==> src/rtl/pinbank_pkg.sv <==
package pinbank_pkg;
  localparam int BUS_W  = 32;
  localparam int ADDR_W = 8;

  // Word offsets that software decodes.
  localparam logic [ADDR_W-1:0] OFS_ALT     = 8'h00;
  localparam logic [ADDR_W-1:0] OFS_DIR     = 8'h04;
  localparam logic [ADDR_W-1:0] OFS_DRVEN   = 8'h08;
  localparam logic [ADDR_W-1:0] OFS_DOUT    = 8'h0C;
  localparam logic [ADDR_W-1:0] OFS_DIN     = 8'h10;
  localparam logic [ADDR_W-1:0] OFS_MASK    = 8'h14;
  localparam logic [ADDR_W-1:0] OFS_UNMASK  = 8'h18;
  localparam logic [ADDR_W-1:0] OFS_SETMASK = 8'h1C;
  localparam logic [ADDR_W-1:0] OFS_STAT    = 8'h20;
  localparam logic [ADDR_W-1:0] OFS_KIND    = 8'h24;
  localparam logic [ADDR_W-1:0] OFS_POL     = 8'h28;
  localparam logic [ADDR_W-1:0] OFS_BOTH    = 8'h2C;

  // One pin's trigger decision from its current and previous synchronized value.
  function automatic logic pin_event(input logic cur, input logic prev,
                                     input logic kind, input logic pol,
                                     input logic both);
    if (kind)      return cur == pol;
    else if (both) return cur ^ prev;
    else if (pol)  return cur & ~prev;
    else           return ~cur & prev;
  endfunction
endpackage

==> src/rtl/pinbank_sync.sv <==
module pinbank_sync #(
  parameter int NPINS  = 32,
  parameter int STAGES = 2
) (
  input  logic             clk,
  input  logic             rst_n,
  input  logic [NPINS-1:0] pin_in,
  output logic [NPINS-1:0] din_s
);
  logic [NPINS-1:0] stg [STAGES];

  for (genvar s = 0; s < STAGES; s++) begin : g_stage
    if (s == 0) begin : g_first
      always_ff @(posedge clk or negedge rst_n)
        if (!rst_n) stg[0] <= '0;
        else        stg[0] <= pin_in;
    end else begin : g_next
      always_ff @(posedge clk or negedge rst_n)
        if (!rst_n) stg[s] <= '0;
        else        stg[s] <= stg[s-1];
    end
  end

  assign din_s = stg[STAGES-1];
endmodule

==> src/rtl/pinbank_regs.sv <==
module pinbank_regs
  import pinbank_pkg::*;
#(
  parameter int NPINS = 32
) (
  input  logic              clk,
  input  logic              rst_n,
  input  logic              psel,
  input  logic              penable,
  input  logic              pwrite,
  input  logic [ADDR_W-1:0] paddr,
  input  logic [BUS_W-1:0]  pwdata,
  input  logic [NPINS-1:0]  din_s,
  input  logic [NPINS-1:0]  stat_q,
  output logic [BUS_W-1:0]  prdata,
  output logic [NPINS-1:0]  alt_q,
  output logic [NPINS-1:0]  dir_q,
  output logic [NPINS-1:0]  drven_q,
  output logic [NPINS-1:0]  dout_q,
  output logic [NPINS-1:0]  mask_q,
  output logic [NPINS-1:0]  kind_q,
  output logic [NPINS-1:0]  pol_q,
  output logic [NPINS-1:0]  both_q,
  output logic              stat_rd
);
  logic             acc, wr;
  logic [NPINS-1:0] wd, rsel;

  assign acc     = psel & penable;
  assign wr      = acc & pwrite;
  assign stat_rd = acc & ~pwrite & (paddr == OFS_STAT);
  assign wd      = pwdata[NPINS-1:0];

  always_ff @(posedge clk or negedge rst_n) begin
    if (!rst_n) begin
      alt_q   <= '0;
      dir_q   <= '1;
      drven_q <= '0;
      dout_q  <= '0;
      mask_q  <= '1;
      kind_q  <= '0;
      pol_q   <= '0;
      both_q  <= '0;
    end else if (wr) begin
      case (paddr)
        OFS_ALT:     alt_q   <= wd;
        OFS_DIR:     dir_q   <= wd;
        OFS_DRVEN:   drven_q <= wd;
        OFS_DOUT:    dout_q  <= wd;
        OFS_UNMASK:  mask_q  <= mask_q & ~wd;
        OFS_SETMASK: mask_q  <= mask_q | wd;
        OFS_KIND:    kind_q  <= wd;
        OFS_POL:     pol_q   <= wd;
        OFS_BOTH:    both_q  <= wd;
        default:     ;
      endcase
    end
  end

  always_comb begin
    case (paddr)
      OFS_ALT:   rsel = alt_q;
      OFS_DIR:   rsel = dir_q;
      OFS_DRVEN: rsel = drven_q;
      OFS_DOUT:  rsel = dout_q;
      OFS_DIN:   rsel = din_s;
      OFS_MASK:  rsel = mask_q;
      OFS_STAT:  rsel = stat_q;
      OFS_KIND:  rsel = kind_q;
      OFS_POL:   rsel = pol_q;
      OFS_BOTH:  rsel = both_q;
      default:   rsel = '0;
    endcase
    prdata             = '0;
    prdata[NPINS-1:0]  = rsel;
  end
endmodule

==> src/rtl/pinbank_irq.sv <==
module pinbank_irq
  import pinbank_pkg::*;
#(
  parameter int NPINS = 32
) (
  input  logic             clk,
  input  logic             rst_n,
  input  logic [NPINS-1:0] din_s,
  input  logic [NPINS-1:0] kind_q,
  input  logic [NPINS-1:0] pol_q,
  input  logic [NPINS-1:0] both_q,
  input  logic [NPINS-1:0] mask_q,
  input  logic             stat_rd,
  output logic [NPINS-1:0] stat_q,
  output logic [NPINS-1:0] evt_v,
  output logic             irq
);
  logic [NPINS-1:0] prev_q;

  for (genvar p = 0; p < NPINS; p++) begin : g_evt
    assign evt_v[p] = pin_event(din_s[p], prev_q[p], kind_q[p], pol_q[p], both_q[p]);
  end

  // A new event wins over the read clear in the same cycle.
  always_ff @(posedge clk or negedge rst_n) begin
    if (!rst_n) begin
      prev_q <= '0;
      stat_q <= '0;
      irq    <= 1'b0;
    end else begin
      prev_q <= din_s;
      stat_q <= (stat_rd ? '0 : stat_q) | evt_v;
      irq    <= |(stat_q & ~mask_q);
    end
  end
endmodule

==> src/rtl/pinbank_ctrl.sv <==
module pinbank_ctrl
  import pinbank_pkg::*;
#(
  parameter int NPINS = 32
) (
  input  logic              clk,
  input  logic              rst_n,
  input  logic              psel,
  input  logic              penable,
  input  logic              pwrite,
  input  logic [ADDR_W-1:0] paddr,
  input  logic [BUS_W-1:0]  pwdata,
  output logic [BUS_W-1:0]  prdata,
  output logic              pready,
  input  logic [NPINS-1:0]  pin_in,
  output logic [NPINS-1:0]  pin_out,
  output logic [NPINS-1:0]  pin_oe,
  input  logic [NPINS-1:0]  alt_out,
  input  logic [NPINS-1:0]  alt_oe,
  output logic              irq
);
  logic [NPINS-1:0] din_s, alt_q, dir_q, drven_q, dout_q;
  logic [NPINS-1:0] mask_q, kind_q, pol_q, both_q, stat_q, evt_v;
  logic             stat_rd;

  assign pready = 1'b1;

  pinbank_sync #(.NPINS(NPINS), .STAGES(2)) u_sync (
    .clk(clk), .rst_n(rst_n), .pin_in(pin_in), .din_s(din_s)
  );

  pinbank_regs #(.NPINS(NPINS)) u_regs (
    .clk(clk), .rst_n(rst_n), .psel(psel), .penable(penable),
    .pwrite(pwrite), .paddr(paddr), .pwdata(pwdata),
    .din_s(din_s), .stat_q(stat_q), .prdata(prdata),
    .alt_q(alt_q), .dir_q(dir_q), .drven_q(drven_q), .dout_q(dout_q),
    .mask_q(mask_q), .kind_q(kind_q), .pol_q(pol_q), .both_q(both_q),
    .stat_rd(stat_rd)
  );

  pinbank_irq #(.NPINS(NPINS)) u_irq (
    .clk(clk), .rst_n(rst_n), .din_s(din_s), .kind_q(kind_q),
    .pol_q(pol_q), .both_q(both_q), .mask_q(mask_q), .stat_rd(stat_rd),
    .stat_q(stat_q), .evt_v(evt_v), .irq(irq)
  );

  for (genvar p = 0; p < NPINS; p++) begin : g_pad
    assign pin_out[p] = alt_q[p] ? alt_out[p] : dout_q[p];
    assign pin_oe[p]  = alt_q[p] ? alt_oe[p]  : (~dir_q[p] & drven_q[p]);
  end
endmodule

==> config.mk <==
export PLATFORM = sky130hd
export DESIGN_NAME = pinbank_ctrl
export DESIGN_NICKNAME = d
export VERILOG_FILES = /design/src/rtl/pinbank_pkg.sv /design/src/rtl/pinbank_sync.sv /design/src/rtl/pinbank_regs.sv /design/src/rtl/pinbank_irq.sv /design/src/rtl/pinbank_ctrl.sv
export SDC_FILE = /design/constraint.sdc
export NUM_CORES = 1
export LEC_CHECK = 0
export BUFFER_PORTS_ARGS = -buffer_cell sky130_fd_sc_hd__buf_2
export CAP_MARGIN = 20
export CORE_ASPECT_RATIO = 0.75
export CORE_MARGIN = 3
export CORE_UTILIZATION = 59
export CTS_BUF_LIST = sky130_fd_sc_hd__clkbuf_16
export DETAILED_ROUTE_END_ITERATION = 10
export GPL_TIMING_DRIVEN = 0
export PLACE_DENSITY = 0.78
export SLEW_MARGIN = 20
export SYNTH_ARGS = -nofsm -noshare
export SYNTH_HDL_FRONTEND = slang
export SYNTH_SLANG_ARGS = --single-unit
==> constraint.sdc <==
create_clock -name clk -period 2.85 [get_ports clk]
set_input_delay 0.4275 -clock clk [delete_from_list [all_inputs] [get_ports clk]]
set_output_delay 0.4275 -clock clk [all_outputs]
set_load 0.01 [all_outputs]
# Word level (Yosys, flattened, before mapping)

Cells that the tools add are included.

Output and inout port bits: 98
Register bits after elaboration: 385
Logic and storage cells: 465

Equality and inequality tests: 43
Reductions and logical operators: 11
Bitwise logic cells: 235
Multiplexer cells: 163

Operators by type and width:

| cell                                                                  | count |
|---|---|
| 32-bit one-hot mux with 10 select lines                               | 1 |
| 1-bit two-way mux                                                     | 160 |
| 1-bit bitwise AND                                                     | 100 |
| 1-bit NOT                                                             | 97 |
| 32-bit bitwise AND                                                    | 2 |
| 32-bit NOT                                                            | 2 |
| 32-bit OR                                                             | 2 |
| 32-bit one-hot mux with 2 select lines                                | 1 |
| 1-bit equality test                                                   | 32 |
| 8-bit by 5-bit equality test with 1-bit output, second input constant | 4 |
| 8-bit by 6-bit equality test with 1-bit output, second input constant | 4 |
| 32-bit two-way mux                                                    | 1 |
| 32-bit OR reduction                                                   | 1 |
| 1-bit bitwise XOR                                                     | 32 |
| 8-bit by 4-bit equality test with 1-bit output, second input constant | 2 |
| 2-bit AND reduction                                                   | 8 |
| 8-bit by 3-bit equality test with 1-bit output, second input constant | 1 |
| 8-bit zero test                                                       | 1 |
| 2-bit nonzero test                                                    | 1 |

# Longest topological paths before layout

Gate-level depths: netlist (run 1).

Depth in word-level cells: 6
Depth in mapped cells: 8
Gate-level depth less buffers: 6

# Hierarchy

From an unflattened synthesis (run 1), not the netlist that was laid out.

Cell total of the unflattened synthesis: 1644
Area total of the unflattened synthesis: 19905.3 sq um

Modules (own cells, without submodules):

| module       | instances | area an instance (sq um) | cells an instance |
|---|---|---|---|
| pinbank_regs | 1         | 12648.4                  | 945 |
| pinbank_irq  | 1         | 4443.0                   | 473 |
| pinbank_sync | 1         | 1841.8                   | 96 |
| pinbank_ctrl | 1         | 972.2                    | 130 |

# Worst setup path before layout (run 1)

OpenSTA, ideal clock, no wires.

Kind: input-to-output
From: input paddr[2]
To: output prdata[15]
Data arrival time: 1.943 ns
Stages: 5
Path slack: 0.479 ns
Cell sequence: buf_2 -> buf_1 -> mux4_2 -> a22oi_1 -> nand3_1

Word-level cells in the longest chain between the ends: 2

RTL lines:

| what                                                                   | line               | RTL |
|---|---|---|
| start, declared                                                        | pinbank_ctrl.sv:11 | `input logic [ADDR_W-1:0] paddr,` |
| 8-bit by 6-bit equality test with 1-bit output (tied with other cells) | pinbank_regs.sv:61 | `case (paddr)` |
| 32-bit one-hot mux with 10 select lines (*)                            | pinbank_regs.sv:61 |  |
| end, declared                                                          | pinbank_ctrl.sv:13 | `output logic [BUS_W-1:0] prdata,` |

Mark *: on every way between the ends. The rest lies on a longest branch, timed or not.

# Worst setup path in the final report (run 1)

From: input paddr[4]
To: output prdata[24]

The elaborated chain is that of the path after synthesis.

==> results, run 1 <==
- The flow ran to the end, and the final reports show no timing, DRC or antenna violations.
- The top cell type by area accounts for a little over two fifths of the synthesized area.
- Once the floorplan was initialized, standard cells occupied between 60% and 70% of the core.
- The via count of the first global-routing pass is 14.7k.
- The most common cell after layout, fill and taps aside is sky130_fd_sc_hd__dfrtp_1.
- Overall power consumption after layout is estimated at about 12 mW.
- For this block, the initial DRC count from the detailed router was ~1.5k.
- The worst setup path is captured at an output port.
- The met2 track demand over resource in global routing is around 53%.
- The layer flagged by global routing as most heavily used is met2.
- Headroom to the max-slew limit came out at about 29%.
- The total count of max-transition violations in the final report is 0.
- Together, buffers and inverters on the worst path number 4.
- The first-pass iteration count of the detailed router is 5.
- The overall routing resource usage is 33.7%.
- The cell with the largest stage delay on the worst path is sky130_fd_sc_hd__or4b_2.
- For the worst setup path, the data required time is approximately 2400 ps.
- The flop and latch count out of synthesis is 385.
- The Yosys step of the flow raised 0 warnings.
- The number of DRC violations after detailed routing is 0.
- The maximum number of pins on one net before global-route repair is between 100 and 150.
- For this run, global-route usage on met3 was measured as roughly 7.3%.
- The arrival time of the worst setup path is roughly 2400 ps.
- The H-tree generated during clock tree synthesis spans 2 levels.
- The launching element type of the critical path is a primary input.
- The power density over the cells is just over 500 nW/µm².
- The number of non-filler instances in the completed layout is between 2k and 2.5k.
- Subtracting the final worst setup slack from the clock period gives 2830 ps.
- The clock edge transition at the registers on the reported setup and hold paths is roughly 60 ps.
- By instance count, the cell type seen most on the critical path is sky130_fd_sc_hd__buf_2.
- The final clock skew is approximately 14 ps.
- The remaining global-route overflow is 0.
- The remaining number of nets flagged by the antenna check after routing is 0.
- The number of nets in the synthesized netlist is 1,747.
- The ratio of final minimum period to clock period is a little under 100%.
- Summed over all cells, the static leakage comes to around 11 nW.
- Derived from the worst setup path, the maximum achievable clock frequency is about 350 MHz.
- The first-pass GRT wire length is between 80 and 90 mm.
- Among all flip-flop cells after synthesis, the most frequent one is sky130_fd_sc_hd__dfrtp_1.
- The wire length reported by the detailed router is roughly 60 mm.
- Setup violations remaining at the end of the flow were counted as 0.
- Once placement finished, the instance area stood at ~21,000 µm².
- The region available for standard cell placement spans between 30,000 and 40,000 µm².
- The worst flop-to-flop path endpoint is u_irq.irq.
- Summing over every cut layer, the via total after detailed routing is approximately 14k.
- The cell count after placement is roughly 2.2k.
- The kind of cell with the highest combined delay along the critical path is simple AND/OR/NAND/NOR gates.
- The number of antenna violations at the first check in global routing came to 2.
- Measured in cells, the most critical reg-to-reg path has a length of 3.
- The critical path start-end classification is primary input to output port.
- The final weighted congestion of routability-driven global placement is a little under 1.
- Detailed placement ended at an HPWL of approximately 39 mm.
- The buffer levels on the longest clock path is 3.
- The total die area is 34,700 µm².
- The total number of placement rows is 56.
- The worst voltage drop across the vdd grid is around 500 µV.
- From left edge to right edge, the die measures between 200 and 250 µm.
- The worst hold path begins at pwdata[17].
- TritonCTS built the clock tree.
- The clock buffer count from CTS is 39.
- For flop-to-flop paths, the worst setup slack is about 1100 ps.
- The I/O pin count is between 200 and 250.
- Sequential elements use 50.7% of the synthesized area.
- The critical path goes through buf_2 > buf_2 > or4b_2 > clkbuf_4 > o22ai_1 > nand2_1 > nand3_1 > buf_2.
- The worst hold path terminates at u_regs.drven_q[17].
- In the post-synthesis netlist, the biggest area contributors are sky130_fd_sc_hd__dfrtp_1 (42%), sky130_fd_sc_hd__mux2_2 (17%), sky130_fd_sc_hd__dfstp_2 (8.8%), sky130_fd_sc_hd__ha_1 (4.2%), sky130_fd_sc_hd__mux4_2 (3.3%).
- The post-route cell area is roughly 23,000 µm².
- The post-synthesis area per instance is about 12 µm².
- Of all flip-flops after synthesis, the portion carrying an async set or reset was 100%.
- Dividing the detail-routed wire length by the instance count gives approximately 25 µm.
- The biggest cell delay along the critical path is approximately 670 ps.
- The number of input and output port buffers inserted is 236.
- Using the TritonRoute via totals, the vias-per-cell ratio works out to between 6 and 7.
- The number of sinks driven by the clock tree is 385.
- The cell count after synthesis is 1,542.
- In the layout the commonest cells are sky130_fd_sc_hd__dfrtp_1 (321), sky130_fd_sc_hd__mux2_2 (287), sky130_fd_sc_hd__buf_2 (273), sky130_fd_sc_hd__nand2_1 (142), sky130_fd_sc_hd__inv_1 (105).
- The largest fanout on the critical path is 10.
- The mapped cell area is 19,200 µm².
- The CTS root buffer is sky130_fd_sc_hd__clkbuf_16.
- The tightest min-delay check is of the primary input to flip-flop type.
- The transition time of the tightest slew-check pin is 1070 ps.
- The met1 track demand over resource is 46.7%.
- For this run, the post-layout net count is between 2k and 2.5k.
- Measured along the y axis, the die boundary spans between 150 and 200 µm.
- The fraction of final layout cells sized beyond drive strength 1 is 39.8%.
- The count of flip-flops with a built-in enable after synthesis is 0.
- The number of unique standard cell types used by synthesis is between 50 and 60.
- The number of hold-slack violations in the final timing report is 0.
- The clock latency at the later pin of the worst-skew pair is between 500 and 600 ps.
- The layout overhead on the synthesized area is 18.1%.
- The leading area contributor after synthesis is sky130_fd_sc_hd__dfrtp_1.
- Counting instances, the worst hold path has a depth of 2.
- The count of maximum capacitance violations is 0.
cell usage after synthesis (all sizes together) (27+ instances only):
master and number:
ha 64, a221o 32, mux2 292, xnor2 32, nand2 142, a22oi 34, inv 97, clkbuf 30
mux2i 38, nand2b 33, dfrtp 321, a211oi 64, mux4 28, o22ai 27, o21ai 33, nor2b 36
buf 45, dfstp 64
how the worst max path moves through the flow:
stage | endpoint | startpoint | depth (start not counted)
global placement | u_regs.dout_q[15] | rst_n | 1
floorplan | prdata[15] | paddr[2] | 5
CTS | prdata[24] | paddr[5] | 7
detailed placement | prdata[0] | paddr[3] | 8
global route | prdata[24] | paddr[3] | 8
finish | prdata[24] | paddr[4] | 8
repair_timing:
action,in CTS,in global routing
endpoints found under the hold margin,108,1
endpoints found under the setup margin,32,28
hold buffers,32,1
pin swaps,1,0
buffers inserted,2,0
resized for setup,35,25
metrics by stage:
step | setup TNS, ps | util [%] | setup WS, ps | hold slack [ps]
3_5_place_dp | -13600 | 66.4 | -678 | 336
3_3_place_gp | -2153820 | 66.1 | -6000 | 333
6_report | 0 | 71.6 | 23.8 | 215
2_1_floorplan | 0 | - | 479 | 132
4_1_cts | 0 | 71.6 | 13.0 | 0.0878
5_1_grt | -0.221 | 71.6 | -0.221 | 216
per-layer routing:
layer  up-vias  wire (µm)  share of wire [%]
met3       151       5170                8.8
met5         -         17              0.029
met1      7317      24500                 42
met2       726      26700                 45
met4         2       2330                4.0
li1       6242          -                  -
flip-flops by register name (all words and copies together), names as in the netlist, named ones only:
signal	flops
u_regs.drven_q	32
u_irq.stat_q	32
u_regs.both_q	32
u_irq.prev_q	32
u_irq.irq	1
u_sync.din_s	32
u_regs.kind_q	32
u_regs.dout_q	32
u_regs.dir_q	32
u_regs.alt_q	32
u_sync.stg	32
u_regs.pol_q	32
cell families (layout without fill, tap and decap cells):
| kind of cell | Yosys count | in the layout | synth area share, % |
|---|---|---|---|
| compound gates | 257 | 257 | 10.2 |
| xor+xnor | 32 | 32 | 1.46 |
| fa+ha+maj | 64 | 64 | 4.18 |
| buf+inv | 172 | 515 | 3.78 |
| flops | 385 | 385 | 50.7 |
| mux | 358 | 358 | 22.4 |
| other cells | 1 | 2 | 0.0196 |
| simple gates | 273 | 273 | 7.17 |
worst register-to-register path, cell delays in order, from the launching register on:
cell and delay [ps]:
sky130_fd_sc_hd__dfstp_2 550, sky130_fd_sc_hd__o22ai_1 100, sky130_fd_sc_hd__nor4_1 580, sky130_fd_sc_hd__nand4_1 300
power breakdown:
group	total [mW]	switching (mW)	leakage, nW	internal [mW]
Sequential	5.73	0.128	4.74	5.60
Clock	5.06	2.22	0.630	2.83
Combinational	0.870	0.514	5.50	0.356
Total	11.7	2.86	10.9	8.79
cell type report:
cell class              instances  area (µm²)
flip-flops and latches        385        9710
repair buffers                274        1620
inverters                      97         364
diodes                          1        2.50
plain buffers                  73         408
clock buffers                  40        1000
multi-input cells             985        8730
well taps                     435         544
fillers                      2227        8980
clock inverters                31         235
Power figures use the tool's default switching activity.
==> run 2: changes to the inputs <==
SETUP_SLACK_MARGIN = 0.3   (was default)
==> results, run 2 (synthesized netlist as in run 1, its figures left out) <==
- The run finished with clean final reports.
- The total number of H-tree levels is 2.
- The post-route cell area is about 23,000 µm².
- Routability-driven placement finished with a final weighted congestion of around 0.97.
- The wire length reported by the detailed router is around 60 mm.
- The layout overhead on the synthesized area is 20.0%.
- The total die area is 34,700 µm².
- On the final layout, the worst clock skew is ~15 ps.
- The number of DRC violations after detailed routing is 0.
- After detailed routing, the average wire length per cell comes to 25.4 µm.
- The die is ~210 µm wide.
- After filler insertion, the fill cell instance count of the layout stands at 2,166.
- Before antenna repair, the detailed router went through 6 iterations.
- STA classifies the critical path startpoint as a primary input.
- The maximum number of pins on one net before global-route repair is slightly above 100.
- The total overflow left after global routing is 0.
- The remaining number of nets flagged by the antenna check after routing is 0.
- The arrival time of the worst setup path is around 2100 ps.
- The kind of path behind the tightest hold check is primary input to flip-flop.
- The number of DRC violations after detailed-routing iteration 0 is 1,446.
- The critical path capture point type is an output port.
- The data required time of the critical path is 2420 ps.
- The tree is rooted in a sky130_fd_sc_hd__clkbuf_16.
- At the pin with the least slew margin, the transition time is around 740 ps.
- The final-layout setup total negative slack is 0 ps.
- The clock latency at the later pin of the worst-skew pair is roughly 540 ps.
- In this run the worst path has a maximum fanout of 7.
- The top cell types in the final layout, fill and taps aside, are sky130_fd_sc_hd__dfrtp_1 (321), sky130_fd_sc_hd__mux2_2 (287), sky130_fd_sc_hd__buf_2 (260), sky130_fd_sc_hd__nand2_1 (142), sky130_fd_sc_hd__inv_1 (105).
- In this run the tool buffered the top-level ports with around 240 buffer cells.
- The number of sinks driven by the clock tree is around 390.
- For this configuration, the core starts out at a cell density of 60.6%.
- Measured against its own limit, the worst slew margin works out to roughly half.
- In the final layout, the share of cells above drive strength 1 is about two fifths.
- The net total in the final layout is 2,070.
- Setup repair after global routing could not meet its margin everywhere.
- Counting the buffers created by CTS gives 39.
- The first-pass GRT wire length is slightly below 90 mm.
- The initialized floorplan defines 56 standard-cell rows.
- The post-detailed-placement cell area is around 21,000 µm².
- The via count of the first global-routing pass is approximately 15k.
- The count of maximum capacitance violations is 0.
- The power density over the cells is about 510 nW/µm².
- The final setup slack of the worst path is about 330 ps.
- The worst voltage drop across the vdd grid is 494 µV.
- Global routing used between 30% and 40% of the available tracks.
- The smallest clock period supported by the final layout is computed as about 2500 ps.
- In this run the standard cell core region covers around 32,000 µm².
- Pin placement for this block handled about 240 I/O pins.
- The count of final setup violators is 0.
- The critical path start-end classification is primary input to output port.
- Once placement completed, the tool counted placed cells totaling approximately 2.2k.
- The die outline height is between 150 and 200 µm.
- Before CTS, the worst setup slack after placement is -678 ps.
- Summed over all nets, the half-perimeter wirelength after detailed placement is roughly 39 mm.
- The number of antenna violations at the first check in global routing is 2.
- The clock edge transition at the registers on the reported setup and hold paths is 70 ps.
- The multi-input gate area in the final layout is ~8800 µm².
- The average via count per standard cell is ~6.2.
- The CTS tree is built.
- On the final layout, the worst hold slack is 222 ps.
- The timing-limited maximum frequency is ~400 MHz.
- Summing all flip-flop and latch instances after layout gives approximately 10000 µm².
- For this design the static power due to leakage is around 11 nW.
- The most common cell after layout, fill and taps aside is sky130_fd_sc_hd__dfrtp_1.
- The number of hold-slack violations in the final timing report is 0.
- After layout, the worst path uses roughly nine tenths of the clock period.
- The total count of max-transition violations in the final report is 0.
- Cells fill between 70% and 80% of the core in the end.
- Leaving out filler cells and counting taps, the final layout contains 2,331.
- The buffer levels on the longest clock path is 3.
- The completed layout was analyzed and its total power is 11.7 mW.
- The via total after detailed routing is 14.5k.
- Across all register-to-register paths, the minimum setup slack is about 1100 ps.
[run 2: cell type report]
class	instances	area share, %
clock buffers	40	4.36
inverters	97	1.58
multi-input cells	985	38.1
clock inverters	31	1.02
flip-flops and latches	385	42.3
plain buffers	75	2.74
repair buffers	282	7.49
diodes	1	0.0109
well taps	435	2.37
[run 2: layer usage]
metal | track usage [%] | wire (µm) | vias up
met1 | 46.9 | 24700 | 7375
li1 | - | - | 6274
met4 | 13.3 | 2240 | 2
met2 | 52.4 | 27000 | 746
met5 | 0 | 17 | -
met3 | 7.33 | 5410 | 150
[run 2: final timing paths]
check / startpoint / endpoint / cells after the start
min reg2reg: u_sync.stg[57] / u_sync.din_s[25] / 0
min: pwdata[6] / u_regs.pol_q[6] / 2
max reg2reg: flip-flop / u_irq.irq / 3
max: paddr[6] / prdata[20] / 7
max in group asynchronous: rst_n / u_regs.dir_q[13] / 3
min in group asynchronous: rst_n / u_sync.din_s[28] / 2
[run 2: repair_timing]
item | CTS | global route
pin swaps | 3 | 5
setup endpoints to repair | 32 | 30
cloned | 0 | 3
gates resized for setup | 96 | 38
setup buffers | 4 | 3
hold buffers | 32 | 1
hold endpoints to repair | 108 | 1
[run 2: worst max-delay path, stage by stage]
cell and delay, ps:
sky130_fd_sc_hd__buf_12 110, sky130_fd_sc_hd__or4b_4 540, sky130_fd_sc_hd__clkbuf_16 180, sky130_fd_sc_hd__clkbuf_16 170, sky130_fd_sc_hd__o22a_1 160, sky130_fd_sc_hd__o211ai_1 300
sky130_fd_sc_hd__buf_2 200
[run 2: where the power goes]
| part | leakage [nW] | internal, mW | switching [mW] |
|---|---|---|---|
| sequential | 4.74 | 5.60 | 0.128 |
| combinational | 5.66 | 0.385 | 0.522 |
| clock | 0.630 | 2.83 | 2.22 |
| total | 11.0 | 8.82 | 2.87 |
==> run 3: changes to the inputs <==
CORE_ASPECT_RATIO = default   (was 0.75)
CORE_MARGIN = default   (was 3)
==> results, run 3 (synthesized netlist as in run 1, its figures left out) <==
- The routed layout has 14.7k vias.
- The remaining global-route overflow is 0.
- For this run, design rule violations remaining after detail routing come to 0.
- The biggest cell delay along the critical path is roughly 540 ps.
- The number of DRC violations after detailed-routing iteration 0 is ~1.7k.
- Input and output buffers added on the ports amount to between 200 and 250.
- The total number of H-tree levels is 2.
- No sink is reached through more buffers than the 3 on the longest clock path.
- The clock latency at the later pin of the worst-skew pair is 550 ps.
- The most common cell after layout, fill and taps aside is sky130_fd_sc_hd__dfrtp_1.
- The CTS root buffer is sky130_fd_sc_hd__clkbuf_16.
- TritonCTS built the clock tree.
- In the final layout, the multi-input gates occupy around 9000 µm².
- The register area is a little under 10,000 µm².
- VDD sags by at most roughly 440 µV.
- After detailed routing, the number of vias per cell comes to 6.39.
- The final critical path takes up 90.9% of the cycle.
- The first-pass GRT wire length is 87.0 mm.
- The count of nets left with antenna violations once routing finished came out at 0.
- In the layout the commonest cells are sky130_fd_sc_hd__dfrtp_1 (320), sky130_fd_sc_hd__mux2_2 (286), sky130_fd_sc_hd__buf_2 (255), sky130_fd_sc_hd__nand2_1 (142), sky130_fd_sc_hd__inv_1 (105).
- Counting the buffers created by CTS gives 40.
- The net total in the final layout is about 2.1k.
- For this design the static power due to leakage is approximately 11 nW.
- The number of antenna violations at the first check in global routing is 4.
- The final clock skew is about 17 ps.
- The number of hold-slack violations in the final timing report came to 0.
- The worst slack after detailed placement is -786 ps.
- The floorplan has 65 rows.
- between 200 and 250 I/O pins were placed.
- The total core area is around 32,000 µm².
- The critical path in this run is classified as primary input to output port.
- Clock tree synthesis found a total of 385 sinks.
- The total count of max-transition violations in the final report is 0.
- Across the run, the number of max-cap violations was 0.
- The worst pin sits at a relative slew slack of a little under three fifths.
- The HPWL after detailed placement is 38.1 mm.
- In this run the worst path has a maximum fanout of 8.
- The first-pass iteration count of the detailed router is 8.
- The congestion estimate from routability-driven global placement came to approximately 0.98.
- With fillers left out, the area of the finished cells amounts to approximately 23,000 µm².
- In this run the vertical extent of the chip is 182 µm.
- Once placement completed, the tool counted placed cells totaling ~2.2k.
- The wire length reported by the detailed router is ~58 mm.
- Data on the critical path arrives at its endpoint at approximately 2200 ps.
- The kind of path behind the tightest hold check is primary input to flip-flop.
- The worst setup path is launched from a primary input.
- The finished layout holds roughly 2.3k standard cells, fillers aside.
- The layout overhead on the synthesized area is 20.4%.
- The minimum clock period is 2590 ps.
- The total die area is 33,200 µm².
- The final setup slack of the worst path is about 260 ps.
- The flow ran to the end, and the final reports show no timing, DRC or antenna violations.
- The layout filler cell count is around 2.1k.
- The via count of the first global-routing pass is about 15k.
- For the worst setup path, the data required time is around 2400 ps.
- Setup repair after global routing could not meet its margin everywhere.
- The average detailed-routed wire length per instance is roughly 25 µm.
- The post-detailed-placement cell area is approximately 21,000 µm².
- The cell with the largest stage delay on the worst path is sky130_fd_sc_hd__or4b_4.
- In this design, the critical path's most frequently occurring cell is sky130_fd_sc_hd__clkbuf_16.
- The overall routing resource usage is about a third.
- The timing-limited maximum frequency is about 390 MHz.
- The initial cell density of the core is 60.4%.
- The transition time of the tightest slew-check pin is around 670 ps.
- Of the cells placed in the final design, the portion with a size suffix greater than 1 is about two fifths.
- Traced cell by cell, the critical path runs through buf_6 > or4b_4 > clkbuf_16 > clkbuf_16 > o22a_1 > o211ai_1 > buf_2.
- The clock edge transition at the registers on the reported setup and hold paths is about 60 ps.
- Entering global routing, the biggest net connects about 100 pins.
- The power density over the cells is approximately 520 nW/µm².
- The die boundary width is about 180 µm.
- Setup violations remaining at the end of the flow were counted as 0.
- The critical path capture point type is an output port.
run 3: cell count changes in the layout (fill, tap and decap cells not counted), sizes merged:
cell | previous run | this run
clkbuf | 63 | 68
dlygate4sd3 | 33 | 29
bufinv | 3 | 6
diode | 1 | 3
buf | 301 | 300
clkinv | 16 | 15
run 3: metal layers:
| layer | part of all wire, % | track usage, % | vias to the layer above |
|---|---|---|---|
| met3 | 9.3 | 7.70 | 239 |
| met4 | 5.8 | 19.4 | 4 |
| met2 | 46 | 55.0 | 842 |
| met5 | 0.040 | 0 | - |
| met1 | 39 | 45.8 | 7362 |
| li1 | - | - | 6266 |
run 3: critical path: cells and delay by family:
family,cells,cell delay (ps)
AO/OA/AOI/OAI,2,530
buffers and inverters,4,660
AND/OR/NAND/NOR,1,540
run 3: area by class of cell:
type	instances	area share [%]
multi-input cells	985	38.0
well taps	402	2.18
flip-flops and latches	385	42.1
diodes	3	0.0325
inverters	97	1.58
repair buffers	281	7.50
clock buffers	41	4.45
clock inverters	33	1.34
plain buffers	75	2.76
run 3: final timing paths:
kind / startpoint / to / slack [ps] / cells past startpoint
setup / recovery: paddr[5] / prdata[19] / 260 / 7
hold / removal: pin_in[6] / u_sync.stg[38] / 10 / 1
setup reg to reg: flip-flop / u_irq.irq / 1110 / 3
hold reg to reg: u_sync.stg[45] / u_sync.din_s[13] / 350 / 0
max in group asynchronous: rst_n / u_regs.dir_q[4] / 830 / 5
min in group asynchronous: rst_n / u_regs.alt_q[28] / 370 / 2
run 3: repair_timing:
item / CTS / global route
gates resized for setup: 110 / 26
endpoints found under the setup margin: 32 / 22
pin swaps: 4 / 4
hold buffers: 29 / 0
setup buffers: 8 / 3
endpoints found under the hold margin: 65 / 0
gates cloned: 1 / 0
run 3: report_power, final:
part | internal, mW | total, mW | switching, mW
Combinational | 0.386 | 0.910 | 0.524
Sequential | 5.60 | 5.73 | 0.124
Clock | 3.16 | 5.38 | 2.22
Total | 9.15 | 12.0 | 2.87
run 3: per-stage QoR:
stage,hold WS (ps),util (%),power [mW],TNS (ps)
after floorplan,132,-,6.16,0
after CTS,5.18,72.5,12.0,0
after detailed placement,329,66.1,6.64,-13170
after global routing,4.10,72.7,12.4,0
final,14.7,72.7,12.0,0
after global placement,332,65.7,6.58,-2155160
